$ cat src/rtl/fsel_pkg.sv
package fsel_pkg;

   localparam int unsigned FSEL_W = 3;

   typedef logic [FSEL_W-1:0] fsel_code_t;

   localparam fsel_code_t FSEL_DEFAULT  = 3'b001;
   localparam fsel_code_t FSEL_RESERVED = 3'b101;

   typedef enum logic [1:0] {
      CAP_WAIT   = 2'd0,
      CAP_LOCKED = 2'd1,
      CAP_TRACK  = 2'd2
   } cap_state_t;

endpackage

$ cat src/rtl/fsel_sync.sv
module fsel_sync #(
   parameter int unsigned WIDTH     = 1,
   parameter int unsigned STAGES    = 2,
   parameter logic [WIDTH-1:0] RST_VAL = '0
) (
   input  logic             clk,
   input  logic             rst_n,
   input  logic [WIDTH-1:0] d_async,
   output logic [WIDTH-1:0] q_sync
);

   localparam int unsigned LAST = STAGES - 1;

   if (STAGES < 2) begin : g_bad_stages
      $error("fsel_sync: STAGES must be at least 2");
   end
   if (WIDTH < 1) begin : g_bad_width
      $error("fsel_sync: WIDTH must be at least 1");
   end

   logic [WIDTH-1:0] chain [STAGES];

   for (genvar s = 0; s < STAGES; s++) begin : g_stage
      if (s == 0) begin : g_first
         always_ff @(posedge clk or negedge rst_n) begin
            if (!rst_n) chain[s] <= RST_VAL;
            else        chain[s] <= d_async;
         end
      end else begin : g_next
         always_ff @(posedge clk or negedge rst_n) begin
            if (!rst_n) chain[s] <= RST_VAL;
            else        chain[s] <= chain[s-1];
         end
      end
   end

   assign q_sync = chain[LAST];

endmodule

$ cat src/rtl/fsel_capture.sv
module fsel_capture
   import fsel_pkg::*;
#(
   parameter int unsigned CODE_W   = FSEL_W,
   parameter logic [CODE_W-1:0] DEF_CODE = FSEL_DEFAULT
) (
   input  logic              clk,
   input  logic              rst_n,
   input  logic [CODE_W-1:0] pins_s,
   input  logic              pg_act_s,
   input  logic              test_en,
   output logic [CODE_W-1:0] code_q,
   output logic              valid_q
);

   cap_state_t state_q, state_d;
   logic [CODE_W-1:0] code_d;

   always_comb begin
      state_d = state_q;
      code_d  = code_q;
      unique case (state_q)
         CAP_WAIT: begin
            if (pg_act_s) begin
               code_d  = pins_s;
               state_d = test_en ? CAP_TRACK : CAP_LOCKED;
            end else if (test_en) begin
               state_d = CAP_WAIT;
            end
         end
         CAP_LOCKED: begin
            if (test_en) begin
               state_d = CAP_TRACK;
               if (pg_act_s) code_d = pins_s;
            end
         end
         CAP_TRACK: begin
            if (pg_act_s) code_d = pins_s;
            if (!test_en) state_d = CAP_LOCKED;
         end
         default: state_d = CAP_WAIT;
      endcase
   end

   always_ff @(posedge clk or negedge rst_n) begin
      if (!rst_n) begin
         state_q <= CAP_WAIT;
         code_q  <= DEF_CODE;
      end else begin
         state_q <= state_d;
         code_q  <= code_d;
      end
   end

   assign valid_q = (state_q != CAP_WAIT);

endmodule

$ cat src/rtl/fsel_decode.sv
module fsel_decode
   import fsel_pkg::*;
#(
   parameter int unsigned CODE_W = FSEL_W,
   parameter logic [CODE_W-1:0] RSVD_CODE = FSEL_RESERVED
) (
   input  logic [CODE_W-1:0] code,
   output logic              rsvd
);

   assign rsvd = (code == RSVD_CODE);

endmodule

$ cat src/rtl/fsel_strap_latch.sv
module fsel_strap_latch
   import fsel_pkg::*;
#(
   parameter int unsigned CODE_W      = FSEL_W,
   parameter int unsigned SYNC_STAGES = 2,
   parameter bit          PG_ACT_LOW  = 1'b1,
   parameter logic [CODE_W-1:0] DEF_CODE  = FSEL_DEFAULT,
   parameter logic [CODE_W-1:0] RSVD_CODE = FSEL_RESERVED
) (
   input  logic              clk,
   input  logic              rst_n,
   input  logic [CODE_W-1:0] fs_pins,
   input  logic              pg_n,
   input  logic              test_en,
   output logic [CODE_W-1:0] sel_code,
   output logic              sel_valid,
   output logic              sel_rsvd
);

   localparam logic PG_IDLE = PG_ACT_LOW ? 1'b1 : 1'b0;

   if (CODE_W != FSEL_W) begin : g_bad_w
      $error("fsel_strap_latch: CODE_W must match the package code width");
   end
   if (DEF_CODE == RSVD_CODE) begin : g_bad_def
      $error("fsel_strap_latch: default code must not be the reserved code");
   end

   logic [CODE_W-1:0] pins_s;
   logic              pg_raw_s;
   logic              pg_act_s;

   fsel_sync #(.WIDTH(CODE_W), .STAGES(SYNC_STAGES), .RST_VAL('0)) u_pin_sync (
      .clk(clk), .rst_n(rst_n), .d_async(fs_pins), .q_sync(pins_s)
   );

   fsel_sync #(.WIDTH(1), .STAGES(SYNC_STAGES), .RST_VAL(PG_IDLE)) u_pg_sync (
      .clk(clk), .rst_n(rst_n), .d_async(pg_n), .q_sync(pg_raw_s)
   );

   if (PG_ACT_LOW) begin : g_pg_low
      assign pg_act_s = ~pg_raw_s;
   end else begin : g_pg_high
      assign pg_act_s = pg_raw_s;
   end

   fsel_capture #(.CODE_W(CODE_W), .DEF_CODE(DEF_CODE)) u_cap (
      .clk(clk), .rst_n(rst_n), .pins_s(pins_s), .pg_act_s(pg_act_s),
      .test_en(test_en), .code_q(sel_code), .valid_q(sel_valid)
   );

   fsel_decode #(.CODE_W(CODE_W), .RSVD_CODE(RSVD_CODE)) u_dec (
      .code(sel_code), .rsvd(sel_rsvd)
   );

endmodule

$ cat config.mk
export PLATFORM = sky130hd
export DESIGN_NAME = fsel_strap_latch
export DESIGN_NICKNAME = d
export VERILOG_FILES = /design/src/rtl/fsel_pkg.sv /design/src/rtl/fsel_sync.sv /design/src/rtl/fsel_capture.sv /design/src/rtl/fsel_decode.sv /design/src/rtl/fsel_strap_latch.sv
export SDC_FILE = /design/constraint.sdc
export NUM_CORES = 1
export LEC_CHECK = 0
export BUFFER_PORTS_ARGS = -buffer_cell sky130_fd_sc_hd__buf_2
export CORE_AREA = 2 2 50 43
export CTS_BUF_LIST = sky130_fd_sc_hd__clkbuf_16
export DETAILED_ROUTE_END_ITERATION = 12
export DIE_AREA = 0 0 52 45
export PLACE_DENSITY_LB_ADDON = 0.08
export SYNTH_ARGS = -nofsm -noshare
export SYNTH_HDL_FRONTEND = slang
export SYNTH_SLANG_ARGS = --single-unit
$ cat constraint.sdc
create_clock -name clk -period 1.05 [get_ports clk]
set_input_delay 0.21 -clock clk [delete_from_list [all_inputs] [get_ports clk]]
set_output_delay 0.21 -clock clk [all_outputs]
set_load 0.01 [all_outputs]
==> reports/metrics.cfg, run 1 <==
[yosys]
synth_top_cell_area_share = 0.575
synth_adder_area_share = 0
synthXorXnorAreaFrac = 0
ys_top_cells_by_area = dfrtp_1 (57%), dfstp_2 (18%), mux2_1 (5.2%)
yosys.area.top_type = dfrtp_1
syn_inst = 25
synth_warnings = 0
ys_ff_latch = 13
synth_edf_count = 0
async_flop_share = 1.00
synth_nets = 32
synth_ff_type = dfrtp_1
syn_area_um2 = 435
synth_common_cells = dfrtp_1 (10), dfstp_2 (3), mux2_1 (2)
synth_area_per_cell_um2 = 17.4
synth_top_family_by_area = simple AND/OR/NAND/NOR gates
synth_compound_area_frac = 0.0489
post-synth-top-count-cell = dfrtp_1
muxShareOfSynthArea = 0.0862
yosys.area_share.simple = 0.109
yosysSeqAreaShare = 0.756
ys_types = 13

[finish]
final_common_cell = dfrtp_1
fill_cells = 179
syn2layout_area_growth_pct = 53.2
instances_no_fill = 69
final_cell_mix = dfrtp_1 (10), buf_2 (9), buf_4 (4)
regArea_um2 = 329
finalNetCount = 53
num_antenna_cells = 0
multiInputGateArea_um2 = 121
drive_gt1_frac = 0.622

[outcome]
violations = setup timing
status = finished with violations

[cts]
tritoncts = built
worstSkewPairLatency_ns = 0.23
htree_num_levels = 1
cts_root_buf = clkbuf_16
cts_sinks = 13
numCtsBuffers = 3
clkTransAtPathRegs_ns = 0.04
cts.path.max_buffers = 2

[sta]
fin_setup_tns_ns = -0.686
fin_skew_ns = 0.00231
finalSetupViolCount = 6
period_share = 1.15
final_max_slew_viol_count = 0
layout_min_cycle_time_ns = 1.21
slew_headroom = 0.806
worst_pin_slew_ns = 0.291
fin_ws_ns = -0.159
rsz0062_at_grt = yes
hold_violations = 0
fmax_ghz = 0.827

[worst_setup_path]
end_kind = output port
critPathMaxFanout = 2
cpPeakStageDelay_ns = 0.52
crit_arrival_ns = 1.00
slowest_stage = dfstp_2
worstPathRequired_ns = 0.84
cp-start-kind = flop
path_cells = nand2_1 -> nor2_1 -> buf_2
crit_buf_inv = 1
path_delay_family = flip-flops
path_class = flop to output port

[routing]
drt_iter0_markers = 2
vias = 246
drcViolationCount = 0
route.met3.wl_um = 55
dr.pass1.iters = 2
routed.top_layer = met3
wl_um = 667
wl_met1_um = 288
wl_per_cell_um = 9.67
detail-route-antenna-nets = 0
viasPerCell = 3.57
wl_met2_um = 322

[global_route]
grt-ovfl-total = 0
track_usage = 0.0751
grt_max_degree = 14
antenna_found_initial = 0
grt_pass1_wl_um = 1190
first_global_vias = 265

[pwr]
p_per_area_mw_per_mm2 = 2180
p_leak_uw = 0.000316
peakVddDrop_uv = 1680

[die]
die_x_um = 52
core-area_mm2 = 0.00180
die_y_um = 45
floorplan.initialDensity = 0.241
fp-row-count = 14
die_area_mm2 = 0.00234
ios = 12

[placed_design]
place_inst = 60
dpl.hpwl_um = 442
numPortBuffers = 11
routabilityCongestion = 0.668
post-place-ws_ns = -0.109

[worst_hold_path]
holdCritPathClass = input port to flop

[job]
maxCapViolCount = 0

report_power, final:
group          internal (uW)  switching, uW
registers                553           23.0
clock network            500            186
logic                    119           74.9
total                   1170            284
logic make-up after synthesis:
kind of cell	Yosys count
compound gates	2
flops	13
mux	3
simple gates	7
worst paths after layout:
check                                                   start                              to  slack, ns  cells after the start
worst max-delay path              u_cap.code_q[0]$_DFFE_PN1P_                        sel_rsvd      -0.16                      3
worst min-delay path                                     pg_n    u_pg_sync.chain[1]$_DFF_PN1_       0.07                      1
worst max register to register   u_cap.state_q[0]$_DFFE_PN0P_     u_cap.code_q[2]$_DFFE_PN0P_      -0.11                      3
worst min register to register  u_pin_sync.chain[5]$_DFF_PN0_  u_pin_sync.q_sync[2]$_DFF_PN0_       0.34                      0
max in group asynchronous                               rst_n    u_pg_sync.chain[1]$_DFF_PN1_       0.38                      2
min in group asynchronous                               rst_n    u_cap.state_q[0]$_DFFE_PN0P_       0.39                      2
layer usage:
layer / global-route usage / vias to the layer above
met3: 0.0497 / 0
li1: - / 122
met1: 0.0787 / 116
met4: 0.0158 / 0
met2: 0.127 / 8
met5: 0 / -
stage by stage:
stage               utilization  cell area [um2]  power, uW  hold WS (ns)
floorplan                     -              443        665       -0.0856
global placement          0.293              528        721         0.102
detailed placement        0.293              528        725         0.111
CTS                       0.365              658       1470        0.0690
global route              0.370              667       1530        0.0644
finish                    0.370              667       1460        0.0736
sequential cells by signal, summed over array words and instances (netlist names):
signal,cells
u_cap.code_q,3
u_cap.state_q,2
u_pg_sync.chain,1
u_pg_sync.q_sync,1
u_pin_sync.chain,3
u_pin_sync.q_sync,3
area by class of cell:
type                            count  share of cell area
Sequential cell                    13               0.493
Tap cell                           24              0.0450
Multi-Input combinational cell     12               0.182
Clock buffer                        3               0.113
Timing Repair Buffer               16               0.161
Clock inverter                      1             0.00563
worst reg2reg max path, stage by stage, from the launching register on:
cell and delay (ns):
dfrtp_1 0.37, buf_4 0.15, a21oi_4 0.20, mux2_4 0.32
timing repair:
| item | in CTS | in global routing |
|---|---|---|
| setup endpoints to repair | 8 | 7 |
| buffers inserted | 4 | 0 |
| hold endpoints to repair | 10 | 0 |
| resized for setup | 2 | 2 |
| hold buffers | 1 | 0 |
| pin swaps | 1 | 0 |
(Power assumes the default switching activity.)
==> run 2, diff against run 1 <==
CORE_AREA = 2 2 45 47   (was 2 2 50 43)
DIE_AREA = 0 0 47 49   (was 0 0 52 45)
SETUP_SLACK_MARGIN = 0.15   (was unset)
==> reports/metrics.cfg, run 2 (synthesis results as in run 1) <==
[cts]
clkTransAtPathRegs_ns = 0.04  ; about the same
numCtsBuffers = 3  ; unchanged
worstSkewPairLatency_ns = 0.24  ; was 0.23 ns
cts_sinks = 13  ; unchanged
tritoncts = built  ; unchanged
cts_root_buf = clkbuf_16  ; unchanged
cts.path.max_buffers = 2  ; unchanged
htree_num_levels = 1  ; unchanged

[worst_setup_path]
crit_buf_inv = 1  ; unchanged
path_cells = nand2_2 -> nor2_2 -> buf_2  ; was nand2_1 -> nor2_1 -> buf_2
path_class = flop to output port  ; unchanged
cpPeakStageDelay_ns = 0.53  ; was 0.52 ns
end_kind = output port  ; unchanged
slowest_stage = dfstp_2  ; unchanged
cp-start-kind = flop  ; unchanged
path_delay_family = flip-flops  ; unchanged
worstPathRequired_ns = 0.84  ; about the same
crit_arrival_ns = 1.01  ; was 1.00 ns
critPathMaxFanout = 2  ; unchanged

[pwr]
switching_power_uw = 305  ; was 284 uW
swShare = 0.204  ; was 0.195
p_per_area_mw_per_mm2 = 2140  ; was 2180 mW/mm2
clkPwrFrac = 0.467  ; was 0.471
peakVddDrop_uv = 890  ; was 1680 uV
power_frac_comb = 0.146  ; was 0.133
total_power_uw = 1490  ; was 1460 uW
p_leak_uw = 0.000324  ; was 0.000316 uW
power.internal_uw = 1190  ; was 1170 uW
power.share.sequential = 0.387  ; was 0.395

[die]
die_y_um = 49  ; was 45 um
floorplan.initialDensity = 0.236  ; was 0.241
die_x_um = 47  ; was 52 um
ios = 12  ; unchanged
core-area_mm2 = 0.00184  ; was 0.00180 mm2
fp-row-count = 16  ; was 14
die_area_mm2 = 0.00230  ; was 0.00234 mm2

[routing]
detail-route-antenna-nets = 0  ; unchanged
drt_iter0_markers = 0  ; was 2
viasPerCell = 3.59  ; was 3.57
wl_per_cell_um = 9.16  ; was 9.67 um
vias = 262  ; was 246
dr.pass1.iters = 1  ; was 2
wl_um = 669  ; was 667 um
drcViolationCount = 0  ; unchanged

[placed_design]
numPortBuffers = 11  ; unchanged
routabilityCongestion = 0.683  ; was 0.668

[sta]
period_share = 1.16  ; was 1.15
fin_skew_ns = 0.00104  ; was 0.00231 ns
rsz0062_at_grt = yes  ; unchanged
fmax_ghz = 0.820  ; was 0.827 GHz
layout_min_cycle_time_ns = 1.22  ; was 1.21 ns
finalSetupViolCount = 6  ; unchanged
final_max_slew_viol_count = 0  ; unchanged
hold_violations = 0  ; unchanged
worst_pin_slew_ns = 0.288  ; was 0.291 ns
slew_headroom = 0.808  ; was 0.806
fin_ws_ns = -0.170  ; was -0.159 ns

[finish]
fin_util = 0.378  ; was 0.370
fill_cells = 189  ; was 179
num_antenna_cells = 0  ; unchanged
drive_gt1_frac = 0.696  ; was 0.622
finalNetCount = 54  ; was 53
final_cell_mix = dfrtp_1 (10), buf_2 (9), buf_4 (4)  ; unchanged
syn2layout_area_growth_pct = 60.1  ; was 53.2%
final_common_cell = dfrtp_1  ; unchanged

[worst_hold_path]
holdCritPathClass = input port to flop  ; unchanged

[outcome]
violations = setup timing  ; unchanged
status = finished with violations  ; unchanged

[global_route]
grt_max_degree = 14  ; unchanged
first_global_vias = 290  ; was 265
grt-ovfl-total = 0  ; unchanged
grt_pass1_wl_um = 1210  ; was 1190 um
track_usage = 0.0789  ; was 0.0751
antenna_found_initial = 0  ; unchanged

[job]
maxCapViolCount = 0  ; unchanged

==> run 2: cell types whose count changed in the layout (fill, tap and decap cells not counted) <==
cell / delta
a21oi_1: -1
a21oi_2: +1
buf_6: +1
nand2_1: -1
nand2_2: +1
nor2_1: -1
nor2_2: +1
nor3b_2: -1
nor3b_4: +1
==> run 2: worst paths after layout <==
path / startpoint / endpoint / slack [ns] / cells past startpoint
worst max-delay path: u_cap.code_q[0]$_DFFE_PN1P_ / sel_rsvd / -0.17 / 3
worst min-delay path: pg_n / u_pg_sync.chain[1]$_DFF_PN1_ / 0.07 / 1
worst max register to register: u_cap.state_q[1]$_DFFE_PN0P_ / u_cap.code_q[1]$_DFFE_PN0P_ / -0.10 / 3
worst min register to register: u_pin_sync.chain[5]$_DFF_PN0_ / u_pin_sync.q_sync[2]$_DFF_PN0_ / 0.34 / 0
max in group asynchronous: rst_n / u_cap.code_q[0]$_DFFE_PN1P_ / 0.39 / 2
min in group asynchronous: rst_n / u_pin_sync.chain[3]$_DFF_PN0_ / 0.38 / 2
==> run 2: worst register-to-register path: cells and delay by family, from the launching register on <==
family,cells,cell delay [ns]
flops,1,0.39
mux,1,0.31
compound gates,1,0.17
simple gates,1,0.15
==> run 2: layout make-up <==
type	instances	area, um2	share of cell area
Sequential cell	13	329	0.472
Clock buffer	3	75.1	0.108
Timing Repair Buffer	17	119	0.171
Multi-Input combinational cell	12	136	0.196
Tap cell	27	33.8	0.0485
Clock inverter	1	3.75	0.00539
==> run 2: per-layer routing <==
layer | global-route usage | wire (um) | share of wire | vias to the layer above
met2 | 0.110 | 297 | 0.44 | 12
met1 | 0.0877 | 289 | 0.43 | 121
met5 | 0 | 0 | 0 | -
met3 | 0.0333 | 60 | 0.090 | 4
li1 | - | - | - | 125
met4 | 0.0694 | 22 | 0.033 | 0
==> run 2: what timing repair did <==
| action | in CTS | in global routing |
|---|---|---|
| pin swaps | 1 | 0 |
| setup buffers | 4 | 0 |
| endpoints found under the setup margin | 10 | 10 |
| gates resized for setup | 5 | 3 |
| hold endpoints to repair | 10 | 0 |
| hold buffers | 1 | 0 |
==> run 2: per-stage QoR <==
stage / area (um2) / hold WS [ns] / worst slack [ns] / std cells / TNS (ns)
detailed placement: 542 / 0.106 / -0.0909 / 64 / -0.265
floorplan: 445 / -0.0856 / -0.0636 / 25 / -0.149
global route: 697 / 0.0658 / -0.214 / 73 / -0.973
CTS: 683 / 0.0667 / -0.176 / 73 / -0.757
global placement: 542 / 0.101 / -0.0699 / 64 / -0.176
finish: 697 / 0.0710 / -0.170 / 73 / -0.702
==> run 2: power groups by stage <==
stage	registers [uW]	clock network, uW	logic, uW
global placement	588	0	142
CTS	578	710	210
floorplan	595	0	73.0
detailed placement	591	0	144
global route	584	750	240
finish	578	697	218
==> run 3, diff against run 2 <==
CORE_AREA = 2 2 47 49   (was 2 2 45 47)
DIE_AREA = 0 0 49 51   (was 0 0 47 49)
SYNTH_HIERARCHICAL = 1   (was unset)
==> reports/metrics.cfg, run 3 <==
[outcome]
status = finished with violations  ; unchanged
violations = setup timing  ; unchanged

[routing]
drcViolationCount = 0  ; unchanged
detail-route-antenna-nets = 0  ; unchanged
viasPerCell = 3.64  ; was 3.59
wl_um = 817  ; was 669 um
vias = 280  ; was 262
drt_iter0_markers = 0  ; unchanged
wl_per_cell_um = 10.6  ; was 9.16 um
dr.pass1.iters = 1  ; unchanged

[finish]
final_cell_mix = dfrtp_1 (10), buf_2 (9), buf_4 (6)  ; was dfrtp_1 (10), buf_2 (9), buf_4 (4)
syn2layout_area_growth_pct = 57.0  ; was 60.1%
fill_cells = 214  ; was 189
multiInputGateArea_um2 = 131  ; was 136 um2
num_antenna_cells = 0  ; unchanged
regArea_um2 = 329  ; unchanged
finalNetCount = 57  ; was 54
drive_gt1_frac = 0.714  ; was 0.696
final_common_cell = dfrtp_1  ; unchanged

[yosys]
synth_area_per_cell_um2 = 16.5  ; was 17.4 um2
synth_top_cell_area_share = 0.541  ; was 0.575
syn_inst = 28  ; was 25
post-synth-top-count-cell = dfrtp_1  ; unchanged
ys_ff_latch = 13  ; unchanged
synth_common_cells = dfrtp_1 (10), buf_4 (3), dfstp_2 (3)  ; was dfrtp_1 (10), dfstp_2 (3), mux2_1 (2)
synth_ff_type = dfrtp_1  ; unchanged
yosysSeqAreaShare = 0.711  ; was 0.756
ys_types = 12  ; was 13
syn_area_um2 = 463  ; was 435 um2
synth_nets = 35  ; was 32
synth_edf_count = 0  ; unchanged
yosys.area.top_type = dfrtp_1  ; unchanged
async_flop_share = 1.00  ; unchanged
synth_warnings = 6  ; was 0
ys_top_cells_by_area = dfrtp_1 (54%), dfstp_2 (17%), buf_4 (4.9%)  ; was dfrtp_1 (57%), dfstp_2 (18%), mux2_1 (5.2%)

[worst_setup_path]
path_cells = or2_4 -> buf_6  ; was nand2_2 -> nor2_2 -> buf_2
slowest_stage = dfrtp_1  ; was dfstp_2
reg2reg_from = u_cap/state_q[1]$_DFFE_PN0P_  ; was u_cap.state_q[1]$_DFFE_PN0P_
r2r_cells = 3  ; unchanged
reg2reg_to = u_cap/code_q[2]$_DFFE_PN0P_  ; was u_cap.code_q[1]$_DFFE_PN0P_
critPathMaxFanout = 3  ; was 2
path_class = flop to output port  ; unchanged
rrSetupSlack_ns = -0.12  ; was -0.10 ns
crit_arrival_ns = 1.02  ; was 1.01 ns
end_kind = output port  ; unchanged
cp-start-kind = flop  ; unchanged
cpPeakStageDelay_ns = 0.39  ; was 0.53 ns
worstPathRequired_ns = 0.84  ; about the same

[sta]
fin_skew_ns = 0.00352  ; was 0.00104 ns
fin_setup_tns_ns = -0.803  ; was -0.702 ns
finalSetupViolCount = 6  ; unchanged
slew_headroom = 0.820  ; was 0.808
layout_min_cycle_time_ns = 1.23  ; was 1.22 ns
period_share = 1.17  ; was 1.16
final_max_slew_viol_count = 0  ; unchanged
hold_violations = 0  ; unchanged
rsz0062_at_grt = yes  ; unchanged
fin_ws_ns = -0.183  ; was -0.170 ns
worst_pin_slew_ns = 0.270  ; was 0.288 ns
fmax_ghz = 0.811  ; was 0.820 GHz

[global_route]
grt_pass1_wl_um = 1410  ; was 1210 um
grt_max_degree = 14  ; unchanged
first_global_vias = 318  ; was 290
track_usage = 0.0783  ; was 0.0789
antenna_found_initial = 0  ; unchanged
grt-ovfl-total = 0  ; unchanged

[pwr]
p_per_area_mw_per_mm2 = 2050  ; was 2140 mW/mm2
peakVddDrop_uv = 1050  ; was 890 uV
p_leak_uw = 0.000353  ; was 0.000324 uW

[placed_design]
dpl.hpwl_um = 532
routabilityCongestion = 0.726  ; was 0.683
numPortBuffers = 11  ; unchanged
post-place-ws_ns = -0.0992  ; was -0.0909 ns

[worst_hold_path]
hold_start = pg_n  ; unchanged
holdCritPathClass = input port to flop  ; unchanged
holdPathStages = 1  ; unchanged
holdPathEnd = u_pg_sync/chain[1]$_DFF_PN1_  ; was u_pg_sync.chain[1]$_DFF_PN1_

[die]
core-area_mm2 = 0.00206  ; was 0.00184 mm2
die_x_um = 49  ; was 47 um
floorplan.initialDensity = 0.224  ; was 0.236
die_area_mm2 = 0.00250  ; was 0.00230 mm2
die_y_um = 51  ; was 49 um
fp-row-count = 17  ; was 16
ios = 12  ; unchanged

[cts]
cts.path.max_buffers = 2  ; unchanged
tritoncts = built  ; unchanged
numCtsBuffers = 3  ; unchanged
worstSkewPairLatency_ns = 0.24  ; about the same
cts_root_buf = clkbuf_16  ; unchanged
clkTransAtPathRegs_ns = 0.04  ; about the same
htree_num_levels = 1  ; unchanged
cts_sinks = 13  ; unchanged

[job]
maxCapViolCount = 0  ; unchanged

## run 3: metrics by stage
step | hold slack, ns | util | std cells | power [uW] | area (um2)
after floorplan | -0.0856 | - | 28 | 663 | 467
after global placement | 0.0976 | 0.270 | 67 | 725 | 557
after detailed placement | 0.105 | 0.270 | 67 | 731 | 557
after CTS | 0.0666 | 0.336 | 74 | 1480 | 693
after global routing | 0.0615 | 0.352 | 77 | 1570 | 727
final | 0.0709 | 0.352 | 77 | 1490 | 727
## run 3: power by group
| group | internal [uW] | switching, uW | total, uW |
|---|---|---|---|
| Clock | 500 | 184 | 683 |
| Combinational | 145 | 90.7 | 236 |
| Sequential | 553 | 22.3 | 575 |
| Total | 1200 | 297 | 1490 |
## run 3: area by class of cell
class                   instances  area share
multi-input cells              10       0.181
flip-flops and latches         13       0.453
well taps                      28      0.0482
inverters                       2      0.0103
clock inverters                 1     0.00516
repair buffers                 20       0.200
clock buffers                   3       0.103
## run 3: worst max-delay path by stage
| stage | start | end | slack, ns |
|---|---|---|---|
| after CTS | u_cap/code_q[0]$_DFFE_PN1P_ | sel_rsvd | -0.18 |
| after floorplan | u_cap/state_q[1]$_DFFE_PN0P_ | u_cap/code_q[1]$_DFFE_PN0P_ | -0.06 |
| after global routing | u_cap/code_q[0]$_DFFE_PN1P_ | sel_rsvd | -0.23 |
| after detailed placement | u_cap/state_q[1]$_DFFE_PN0P_ | u_cap/code_q[2]$_DFFE_PN0P_ | -0.1 |
| final | u_cap/state_q[1]$_DFFE_PN0P_ | sel_valid | -0.18 |
| after global placement | u_cap/state_q[1]$_DFFE_PN0P_ | u_cap/code_q[1]$_DFFE_PN0P_ | -0.06 |
## run 3: timing repair
action | CTS | global route
endpoints found under the hold margin | 10 | 0
pin swaps | 1 | 2
hold buffers | 1 | 0
setup buffers | 2 | 3
endpoints found under the setup margin | 10 | 10
resized for setup | 8 | 3
## run 3: metal layers
metal / up-vias / wire length [um] / share of wire / track usage
met4: 0 / 6 / 0.0073 / 0.0571
met5: - / 0 / 0 / 0
li1: 130 / - / - / -
met1: 138 / 317 / 0.39 / 0.0853
met2: 10 / 440 / 0.54 / 0.126
met3: 2 / 53 / 0.065 / 0.0292
## run 3: cells by family after synthesis
group	Yosys count	synth area share
buffers and inverters	5	0.0649
and+or+nand+nor	4	0.0703
DFF	13	0.711
AOI/OAI and AO/OA	3	0.0730
muxes	3	0.0811
## run 3: critical path, delay by kind of cell, from the launching register on
family / cells / cell delay (ns)
buffers and inverters: 1 / 0.12
AND/OR/NAND/NOR: 1 / 0.27
flip-flops: 1 / 0.39
